File: src/rtl/sbe_pkg.sv
package sbe_pkg;

  typedef enum logic {
    ST_IDLE = 1'b0,
    ST_RUN  = 1'b1
  } sbeState_t;

  typedef struct packed {
    logic loadLeaves;
  } sbeStrobes_t;

endpackage

File: src/rtl/sbe_ctrl.sv
module sbe_ctrl
  import sbe_pkg::*;
(
  input  logic        clk,
  input  logic        rstN,
  input  logic        load,
  input  logic        treeEmpty,
  input  logic        lastOut,
  output sbeStrobes_t strb,
  output logic        done
);

  sbeState_t state, stateNext;

  always_comb begin
    stateNext = state;
    unique case (state)
      ST_IDLE: if (load) stateNext = ST_RUN;
      ST_RUN:  if (treeEmpty || lastOut) stateNext = ST_IDLE;
      default: stateNext = ST_IDLE;
    endcase
  end

  always_ff @(posedge clk) begin
    if (!rstN) state <= ST_IDLE;
    else       state <= stateNext;
  end

  always_comb begin
    strb            = '0;
    strb.loadLeaves = load && (state == ST_IDLE);
  end

  assign done = (state == ST_IDLE);

  AST_EMPTY_ENDS_RUN: assert property (@(posedge clk) disable iff (!rstN)
    (state == ST_RUN && treeEmpty) |=> done);

endmodule

File: src/rtl/sbe_node.sv
module sbe_node #(
  parameter int IDX_W = 6,
  parameter int LEVEL = 1
) (
  input  logic             clk,
  input  logic             rstN,
  input  logic             leftVld,
  input  logic [IDX_W-1:0] leftIdx,
  input  logic             rightVld,
  input  logic [IDX_W-1:0] rightIdx,
  input  logic             parentTake,
  output logic             leftTake,
  output logic             rightTake,
  output logic             nodeVld,
  output logic [IDX_W-1:0] nodeIdx
);

  logic             accept;
  logic [IDX_W-1:0] idxNext;

  // A slot frees up when empty or when the parent drains it this cycle.
  assign accept    = !nodeVld || parentTake;
  assign leftTake  = accept && leftVld;
  assign rightTake = accept && !leftVld && rightVld;

  always_comb begin
    idxNext            = leftVld ? leftIdx : rightIdx;
    idxNext[LEVEL-1]   = !leftVld;
  end

  always_ff @(posedge clk) begin
    if (!rstN) begin
      nodeVld <= 1'b0;
      nodeIdx <= '0;
    end else if (accept) begin
      nodeVld <= leftVld || rightVld;
      nodeIdx <= idxNext;
    end
  end

  AST_HOLD_UNTIL_TAKEN: assert property (@(posedge clk) disable iff (!rstN)
    (nodeVld && !parentTake) |=> (nodeVld && $stable(nodeIdx)));

endmodule

File: src/rtl/sbe_tree.sv
module sbe_tree
  import sbe_pkg::*;
#(
  parameter  int NUM_IN = 64,
  localparam int IDX_W  = $clog2(NUM_IN),
  localparam int LEVELS = IDX_W,
  localparam int INNER  = NUM_IN - 1,
  localparam int ROOT   = NUM_IN - 2
) (
  input  logic              clk,
  input  logic              rstN,
  input  sbeStrobes_t       strb,
  input  logic [NUM_IN-1:0] mask,
  output logic              outValid,
  output logic [IDX_W-1:0]  outIdx,
  output logic              treeEmpty,
  output logic              lastOut
);

  localparam logic [IDX_W-1:0] LEAF_IDX = '0;

  logic [NUM_IN-1:0] leafVec;
  logic              leafTake  [NUM_IN];
  logic              innerVld  [INNER];
  logic [IDX_W-1:0]  innerIdx  [INNER];
  logic              innerTake [INNER];
  logic              anyBelow;

  // Leaf layer: filled by a load, each bit cleared when its parent picks it.
  always_ff @(posedge clk) begin
    if (!rstN) begin
      leafVec <= '0;
    end else if (strb.loadLeaves) begin
      leafVec <= mask;
    end else begin
      for (int i = 0; i < NUM_IN; i++) begin
        if (leafTake[i]) leafVec[i] <= 1'b0;
      end
    end
  end

  // Inner nodes stored level by level; level k starts at NUM_IN - 2*(NUM_IN>>k).
  for (genvar k = 1; k <= LEVELS; k++) begin : g_lvl
    localparam int BASE  = NUM_IN - 2 * (NUM_IN >> k);
    localparam int CBASE = NUM_IN - 2 * (NUM_IN >> (k - 1));
    for (genvar j = 0; j < (NUM_IN >> k); j++) begin : g_node
      if (k == 1) begin : g_leafKids
        sbe_node #(.IDX_W(IDX_W), .LEVEL(k)) i_node (
          .clk       (clk),
          .rstN      (rstN),
          .leftVld   (leafVec[2*j]),
          .leftIdx   (LEAF_IDX),
          .rightVld  (leafVec[2*j+1]),
          .rightIdx  (LEAF_IDX),
          .parentTake(innerTake[BASE+j]),
          .leftTake  (leafTake[2*j]),
          .rightTake (leafTake[2*j+1]),
          .nodeVld   (innerVld[BASE+j]),
          .nodeIdx   (innerIdx[BASE+j])
        );
      end else begin : g_innerKids
        sbe_node #(.IDX_W(IDX_W), .LEVEL(k)) i_node (
          .clk       (clk),
          .rstN      (rstN),
          .leftVld   (innerVld[CBASE+2*j]),
          .leftIdx   (innerIdx[CBASE+2*j]),
          .rightVld  (innerVld[CBASE+2*j+1]),
          .rightIdx  (innerIdx[CBASE+2*j+1]),
          .parentTake(innerTake[BASE+j]),
          .leftTake  (innerTake[CBASE+2*j]),
          .rightTake (innerTake[CBASE+2*j+1]),
          .nodeVld   (innerVld[BASE+j]),
          .nodeIdx   (innerIdx[BASE+j])
        );
      end
    end
  end

  // The root drains every cycle: there is no back-pressure on the output.
  assign innerTake[ROOT] = innerVld[ROOT];

  always_comb begin
    anyBelow = |leafVec;
    for (int n = 0; n < ROOT; n++) begin
      anyBelow = anyBelow || innerVld[n];
    end
  end

  assign outValid  = innerVld[ROOT];
  assign outIdx    = innerIdx[ROOT];
  assign treeEmpty = !innerVld[ROOT] && !anyBelow;
  assign lastOut   = innerVld[ROOT] && !anyBelow;

  AST_ASCENDING: assert property (@(posedge clk) disable iff (!rstN)
    (outValid && $past(outValid)) |-> (outIdx > $past(outIdx)));

  AST_NO_NEW_LEAF: assert property (@(posedge clk) disable iff (!rstN)
    !strb.loadLeaves |=> ((leafVec & ~$past(leafVec)) == '0));

endmodule

File: src/rtl/setbit_stream_enc.sv
module setbit_stream_enc
  import sbe_pkg::*;
#(
  parameter  int NUM_IN = 64,
  localparam int IDX_W  = $clog2(NUM_IN)
) (
  input  logic              clk,
  input  logic              rstN,
  input  logic              load,
  input  logic [NUM_IN-1:0] mask,
  output logic              outValid,
  output logic [IDX_W-1:0]  outIdx,
  output logic              done
);

  sbeStrobes_t strb;
  logic        treeEmpty;
  logic        lastOut;

  sbe_ctrl i_ctrl (
    .clk      (clk),
    .rstN     (rstN),
    .load     (load),
    .treeEmpty(treeEmpty),
    .lastOut  (lastOut),
    .strb     (strb),
    .done     (done)
  );

  sbe_tree #(.NUM_IN(NUM_IN)) i_tree (
    .clk      (clk),
    .rstN     (rstN),
    .strb     (strb),
    .mask     (mask),
    .outValid (outValid),
    .outIdx   (outIdx),
    .treeEmpty(treeEmpty),
    .lastOut  (lastOut)
  );

  AST_DONE_QUIET: assert property (@(posedge clk) disable iff (!rstN)
    done |-> !outValid);

  AST_DONE_FALL_NEEDS_LOAD: assert property (@(posedge clk) disable iff (!rstN)
    $fell(done) |-> $past(load));

endmodule

File: config.mk
export PLATFORM = sky130hd
export DESIGN_NAME = setbit_stream_enc
export DESIGN_NICKNAME = d
export VERILOG_FILES = /design/src/rtl/sbe_pkg.sv /design/src/rtl/sbe_ctrl.sv /design/src/rtl/sbe_node.sv /design/src/rtl/sbe_tree.sv /design/src/rtl/setbit_stream_enc.sv
export SDC_FILE = /design/constraint.sdc
export NUM_CORES = 1
export LEC_CHECK = 0
export ABC_AREA = 1
export BUFFER_PORTS_ARGS = -buffer_cell sky130_fd_sc_hd__buf_2
export CELL_PAD_IN_SITES_DETAIL_PLACEMENT = 0
export CELL_PAD_IN_SITES_GLOBAL_PLACEMENT = 1
export CORE_ASPECT_RATIO = 0.9
export CORE_MARGIN = 3
export CORE_UTILIZATION = 50
export DETAILED_ROUTE_END_ITERATION = 8
export GPL_ROUTABILITY_DRIVEN = 0
export MAX_ROUTING_LAYER = met4
export PLACE_DENSITY_LB_ADDON = 0.1
export SLEW_MARGIN = 5
export SYNTH_ARGS = -nofsm -noshare
export SYNTH_HDL_FRONTEND = slang
export SYNTH_HIERARCHICAL = 1
export SYNTH_SLANG_ARGS = --single-unit
File: constraint.sdc
create_clock -name clk -period 6.62 [get_ports clk]
set_clock_uncertainty 0.2 [all_clocks]
set_input_delay 1.655 -clock clk [delete_from_list [all_inputs] [get_ports clk]]
set_output_delay 1.655 -clock clk [all_outputs]
set_load 0.01 [all_outputs]
==> results.cfg, run 1 <==
[run_status]
outcome = complete, no violations

[die]
die_area_sq_um = 28200
top_level_ports = 75
start_util_pct = 51.4
num_rows = 55
die_h_microns = 160
coreArea_sq_um = 25500
die_x_microns = 177

[finish]
regArea_sq_um = 4960
drive_gt1_share_pct = 21.0
fillers = 2526
nets = 1992
multi_input_area_sq_um = 6740
syn_to_final_growth_pct = 12.4
diodes = 0
design_area_sq_um = 14700

[global_routing]
grt_pass1_wl_mm = 44.9
track_usage_pct = 19.2
grt_pass1_vias = 9169
grt_start_max_net_pins = 69
grt.overflow.total = 0
antenna_found_initial = 0

[synthesis]
synth_warnings = 6
synth.avg_cell_area_sq_um = 7.12
netlist_instances = 1838
synth_area_sq_um = 13100
syn_nets = 1905

[worst_setup_path]
path_class = reg -> reg
cp.arrival_ns = 5.00
worstPathMaxFanout = 11
crit_required_ns = 6.82
reg2regPathDepth = 15
crit_path_end_kind = register
setup.worst_path.start_class = register

[power]
power.density_nw_per_um2 = 301
max-vdd-ir-drop_v = 0.000213
power_leakage_nw = 6.89

[timing]
setup_tns_ns = 0
maxSlewViolCount = 0
slew-limit-headroom_pct = 42.5
worstMarginPinSlew_ns = 0.856
grt_setup_unrepaired = no
setup_viol = 0
fin_crit_ns = 4.80
hold_violations = 0
fin_crit_sh_pct = 72.4
fmax_mhz = 209

[placed_design]
numPortBuffers = 74
place_area_sq_um = 13800
dp_hpwl_mm = 18.9

[routing]
routed_wl_mm = 26.1
num_vias = 10300
drc = 0
dr.pass1.iters = 5
drtIter0Drc = 524
viasPerCell = 4.51
ant_nets = 0
wl_per_cell_microns = 11.4

[worst_hold_path]
holdPathStages = 2
hold_class = reg -> reg

[clocking]
cts_buffers = 27
clock_tree.root_cell = clkbuf_16
cts_setup_buffers = 0
clockBufferDepth = 3
holdBufCountCts = 0
cts.sinks = 248
clkTransAtPathRegs_ns = 0.06
clk_latency_ns = 0.54
cts_tree = yes
cts_resized = 0
h-tree-depth = 1

[run]
cap_violations = 0
## critical path, stage by stage, from the launching register on
cell and delay [ns]:
dfxtp_1 0.63, nor2_8 0.11, nor3_1 0.60, nor2_8 0.11, nor3_1 0.60, nor2_8 0.11, nor3_1 0.59, nor2_8 0.10
nor3_1 0.57, nor2_8 0.09, nor3_1 0.46, nor2_8 0.09, nor3_1 0.15, nor2_1 0.06, a22oi_1 0.16, nor2_1 0.05
## registers in the layout (all words and copies together), names as in the netlist
signal,cells
i_tree/g_lvl.g_node.g_leafKids.i_node/nodeIdx,32
i_tree/g_lvl.g_node.g_leafKids.i_node/nodeVld,32
i_tree/leafVec,64
i_ctrl/state,1
i_tree/g_lvl.g_node.g_innerKids.i_node/nodeIdx,88
i_tree/g_lvl.g_node.g_innerKids.i_node/nodeVld,31
## where the power goes
| group | switching, mW | leakage (nW) | total [mW] | internal [mW] |
|---|---|---|---|---|
| sequential | 0.179 | 2.06 | 1.87 | 1.69 |
| clock | 0.602 | 0.434 | 1.48 | 0.879 |
| combinational | 0.678 | 4.39 | 1.08 | 0.399 |
| total | 1.46 | 6.89 | 4.42 | 2.97 |
## layout make-up
type	instances	share of cell area, %
multi-input cells	1225	45.8
flip-flops and latches	248	33.8
inverters	345	8.82
repair buffers	78	2.76
clock buffers	43	5.55
clock inverters	6	0.400
well taps	342	2.91
## stage by stage
stage | power (mW) | std cells | setup slack, ns | utilization, % | hold WS [ns]
floorplan | 2.75 | 1838 | 2.16 | - | 0.257
global placement | 2.97 | 2238 | 1.93 | 54.3 | 0.275
detailed placement | 2.98 | 2238 | 1.82 | 54.3 | 0.280
CTS | 4.49 | 2287 | 1.78 | 57.8 | 0.289
global route | 4.72 | 2287 | 1.39 | 57.8 | 0.311
finish | 4.42 | 2287 | 1.82 | 57.8 | 0.289
## final timing paths
path	from	end	slack, ns
worst max register to register	register	i_tree/leafVec[63]	1.82
worst min-delay path	i_ctrl/state	i_ctrl/state	0.29
worst max-delay path	register	i_tree/leafVec[63]	1.82
worst min register to register	i_ctrl/state	i_ctrl/state	0.29
## layer usage
metal / wire length, microns / share of wire [%] / global-route usage, % / up-vias
met5: 0 / 0 / - / -
met4: 386 / 1.5 / 3.21 / 0
met3: 732 / 2.8 / 2.65 / 30
met2: 10600 / 41 / 26.9 / 97
met1: 14400 / 55 / 29.7 / 4434
li1: - / - / - / 5748
## placed cells by master, fill, tap and decap left out
cell       instances
bufinv_16          1
dfxtp_1          248
nor3_1            65
clkinv_2           4
clkbuf_1           8
clkbuf_8           8
clkbuf_16         27
nand2_1          459
nor2_8            63
buf_6              1
inv_2            159
or2_1              1
nand2_2            1
o21a_1            63
inv_1            185
inv_6              1
nand3_1           57
buf_4              4
inv_4              1
nor2_2             1
nor2_1           387
nor2_4            63
buf_2             73
a21oi_2            1
a22oi_1           64
(Power assumes the default switching activity.)
==> inputs of run 2 (changes only) <==
--- a/config.mk
+++ b/config.mk
@@ -11,7 +11,7 @@
 export CELL_PAD_IN_SITES_GLOBAL_PLACEMENT = 1
 export CORE_ASPECT_RATIO = 0.9
 export CORE_MARGIN = 3
-export CORE_UTILIZATION = 50
+export CORE_UTILIZATION = 46
 export DETAILED_ROUTE_END_ITERATION = 8
 export GPL_ROUTABILITY_DRIVEN = 0
 export MAX_ROUTING_LAYER = met4
==> constraint.sdc (replaced) <==
create_clock -name clk -period 4.7 [get_ports clk]
set_clock_uncertainty 0.2 [all_clocks]
set_input_delay 1.175 -clock clk [delete_from_list [all_inputs] [get_ports clk]]
set_output_delay 1.175 -clock clk [all_outputs]
set_load 0.01 [all_outputs]
==> run 2 against run 1 <==
Compared with the run above:
- clock power is 50% higher
- critical path type unchanged
- non-clock buffer count is 10 higher
- worst hold slack worse by 0.0032 ns
- power is 45% higher
- first-iteration DRC count is 1.5% higher
- register-to-register slack worse by 1.2 ns
- critical endpoint is now i_tree/leafVec[47]
- utilization is 3.6 points lower
- sequential cell count stayed put
- via count is 1.3% higher
==> results.cfg, run 2 (same netlist as run 1, synthesis figures left out) <==
[worst_setup_path]
path_class = reg -> reg
setup.worst_path.start_class = register
crit_slowest_cell = dfxtp_1
worstReg2RegEnd = i_tree/leafVec[47]
crit_required_ns = 4.90
critPathCapture = i_tree/leafVec[47]
crit_path_end_kind = register
crit_chain = nor2_8, nor3_1, nor2_8, nor2_4, nor2_8, nor3_1, buf_4, nor2_8, nor3_1, nor2_8, nor3_1, nor2_8, nor3_1, nor2_1, a22oi_1, nor2_1
slowest_delay_ns = 0.64
cpMostUsedCell = nor2_8
cp.arrival_ns = 4.29
reg2regPathDepth = 16
worstPathMaxFanout = 11
ff2ff_setup_slack_ns = 0.61

[die]
die_x_microns = 184
num_rows = 57
die_area_sq_um = 30500
die_h_microns = 166
start_util_pct = 47.6
top_level_ports = 75
coreArea_sq_um = 27500

[clocking]
clkTransAtPathRegs_ns = 0.06
cts_setup_buffers = 0
clockBufferDepth = 3
h-tree-depth = 1
cts_resized = 0
cts.sinks = 248
clock_tree.root_cell = clkbuf_16
holdBufCountCts = 0
cts_tree = yes
clk_latency_ns = 0.53
cts_buffers = 28

[timing]
setup_ws_ns = 0.609
fin_crit_ns = 4.09
setup_viol = 0
grt_setup_unrepaired = no
worstMarginPinSlew_ns = 0.920
setup_tns_ns = 0
hold_violations = 0
fin_crit_sh_pct = 87.0
fmax_mhz = 244
maxSlewViolCount = 0
slew-limit-headroom_pct = 38.7
worst_hold_slack_ns = 0.285

[placed_design]
numPortBuffers = 74
place_area_sq_um = 13900
dpl.cell_count = 2260
dp_hpwl_mm = 19.0
dp_slack_ns = 0.616

[global_routing]
grt.overflow.total = 0
met1_usage_pct = 28.1
top_usage_layer = met1
antenna_found_initial = 0
grt_pass1_wl_mm = 45.8
use_met3_pct = 2.19
grt_start_max_net_pins = 185
grt_util_met2_pct = 25.7
track_usage_pct = 18.2
grt_pass1_vias = 9375

[finish]
final_util_pct = 54.2
drive_gt1_share_pct = 21.8
fillers = 2825
nets = 2003
design_area_sq_um = 14900
finalNonFillerCells = 2312
syn_to_final_growth_pct = 14.0
layout_commonest_cell = nand2_1
top_register = i_tree/g_lvl.g_node.g_innerKids.i_node/nodeIdx
largest_reg_flops = 88
diodes = 0
largestRegisters = i_tree/g_lvl.g_node.g_innerKids.i_node/nodeIdx (88), i_tree/leafVec (64)
layout_common_cells = 459 x nand2_1, 387 x nor2_1, 248 x dfxtp_1

[run]
cap_violations = 0

[run_status]
outcome = complete, no violations

[routing]
viasPerCell = 4.52
routed_wl_mm = 26.9
drc = 0
drtIter0Drc = 532
num_vias = 10400
dr.pass1.iters = 5
ant_nets = 0
wl_per_cell_microns = 11.6

[power]
max-vdd-ir-drop_v = 0.000301
power_mw = 6.40
power.density_nw_per_um2 = 429
power_leakage_nw = 7.00

[worst_hold_path]
holdPathStages = 2
hold_class = reg -> reg
run 2: worst max-delay path, delay by kind of cell (launching register included):
family          cells  cell delay (ns)
buf+inv             1             0.18
flops               1             0.64
compound gates      1             0.15
simple gates       14             2.76
run 2: cell type report:
type | instances | area, sq um | share of cell area (%)
Timing Repair Buffer | 88 | 507 | 3.40
Clock inverter | 6 | 32.5 | 0.218
Clock buffer | 46 | 940 | 6.30
Sequential cell | 248 | 4960 | 33.3
Multi-Input combinational cell | 1225 | 6740 | 45.2
Tap cell | 354 | 443 | 2.97
Inverter | 345 | 1300 | 8.70
run 2: worst min path at each step:
| stage | start | end |
|---|---|---|
| finish | i_ctrl/state | i_ctrl/state |
| global route | i_ctrl/state | i_ctrl/state |
| CTS | i_ctrl/state | i_ctrl/state |
| detailed placement | i_ctrl/state | i_ctrl/state |
| global placement | i_ctrl/state | i_ctrl/state |
| floorplan | i_ctrl/state | i_ctrl/state |
run 2: where the power goes:
group	total [mW]	switching (mW)	leakage, nW	internal (mW)
clock network	2.22	0.869	0.487	1.36
logic	1.54	0.959	4.46	0.583
registers	2.63	0.255	2.06	2.38
total	6.40	2.08	7.00	4.31
run 2: routing by layer:
layer  vias to the layer above  share of wire (%)
met5                         -                  0
met4                         0                1.6
met3                        30                2.5
met2                       107                 40
met1                      4542                 55
li1                       5764                  -
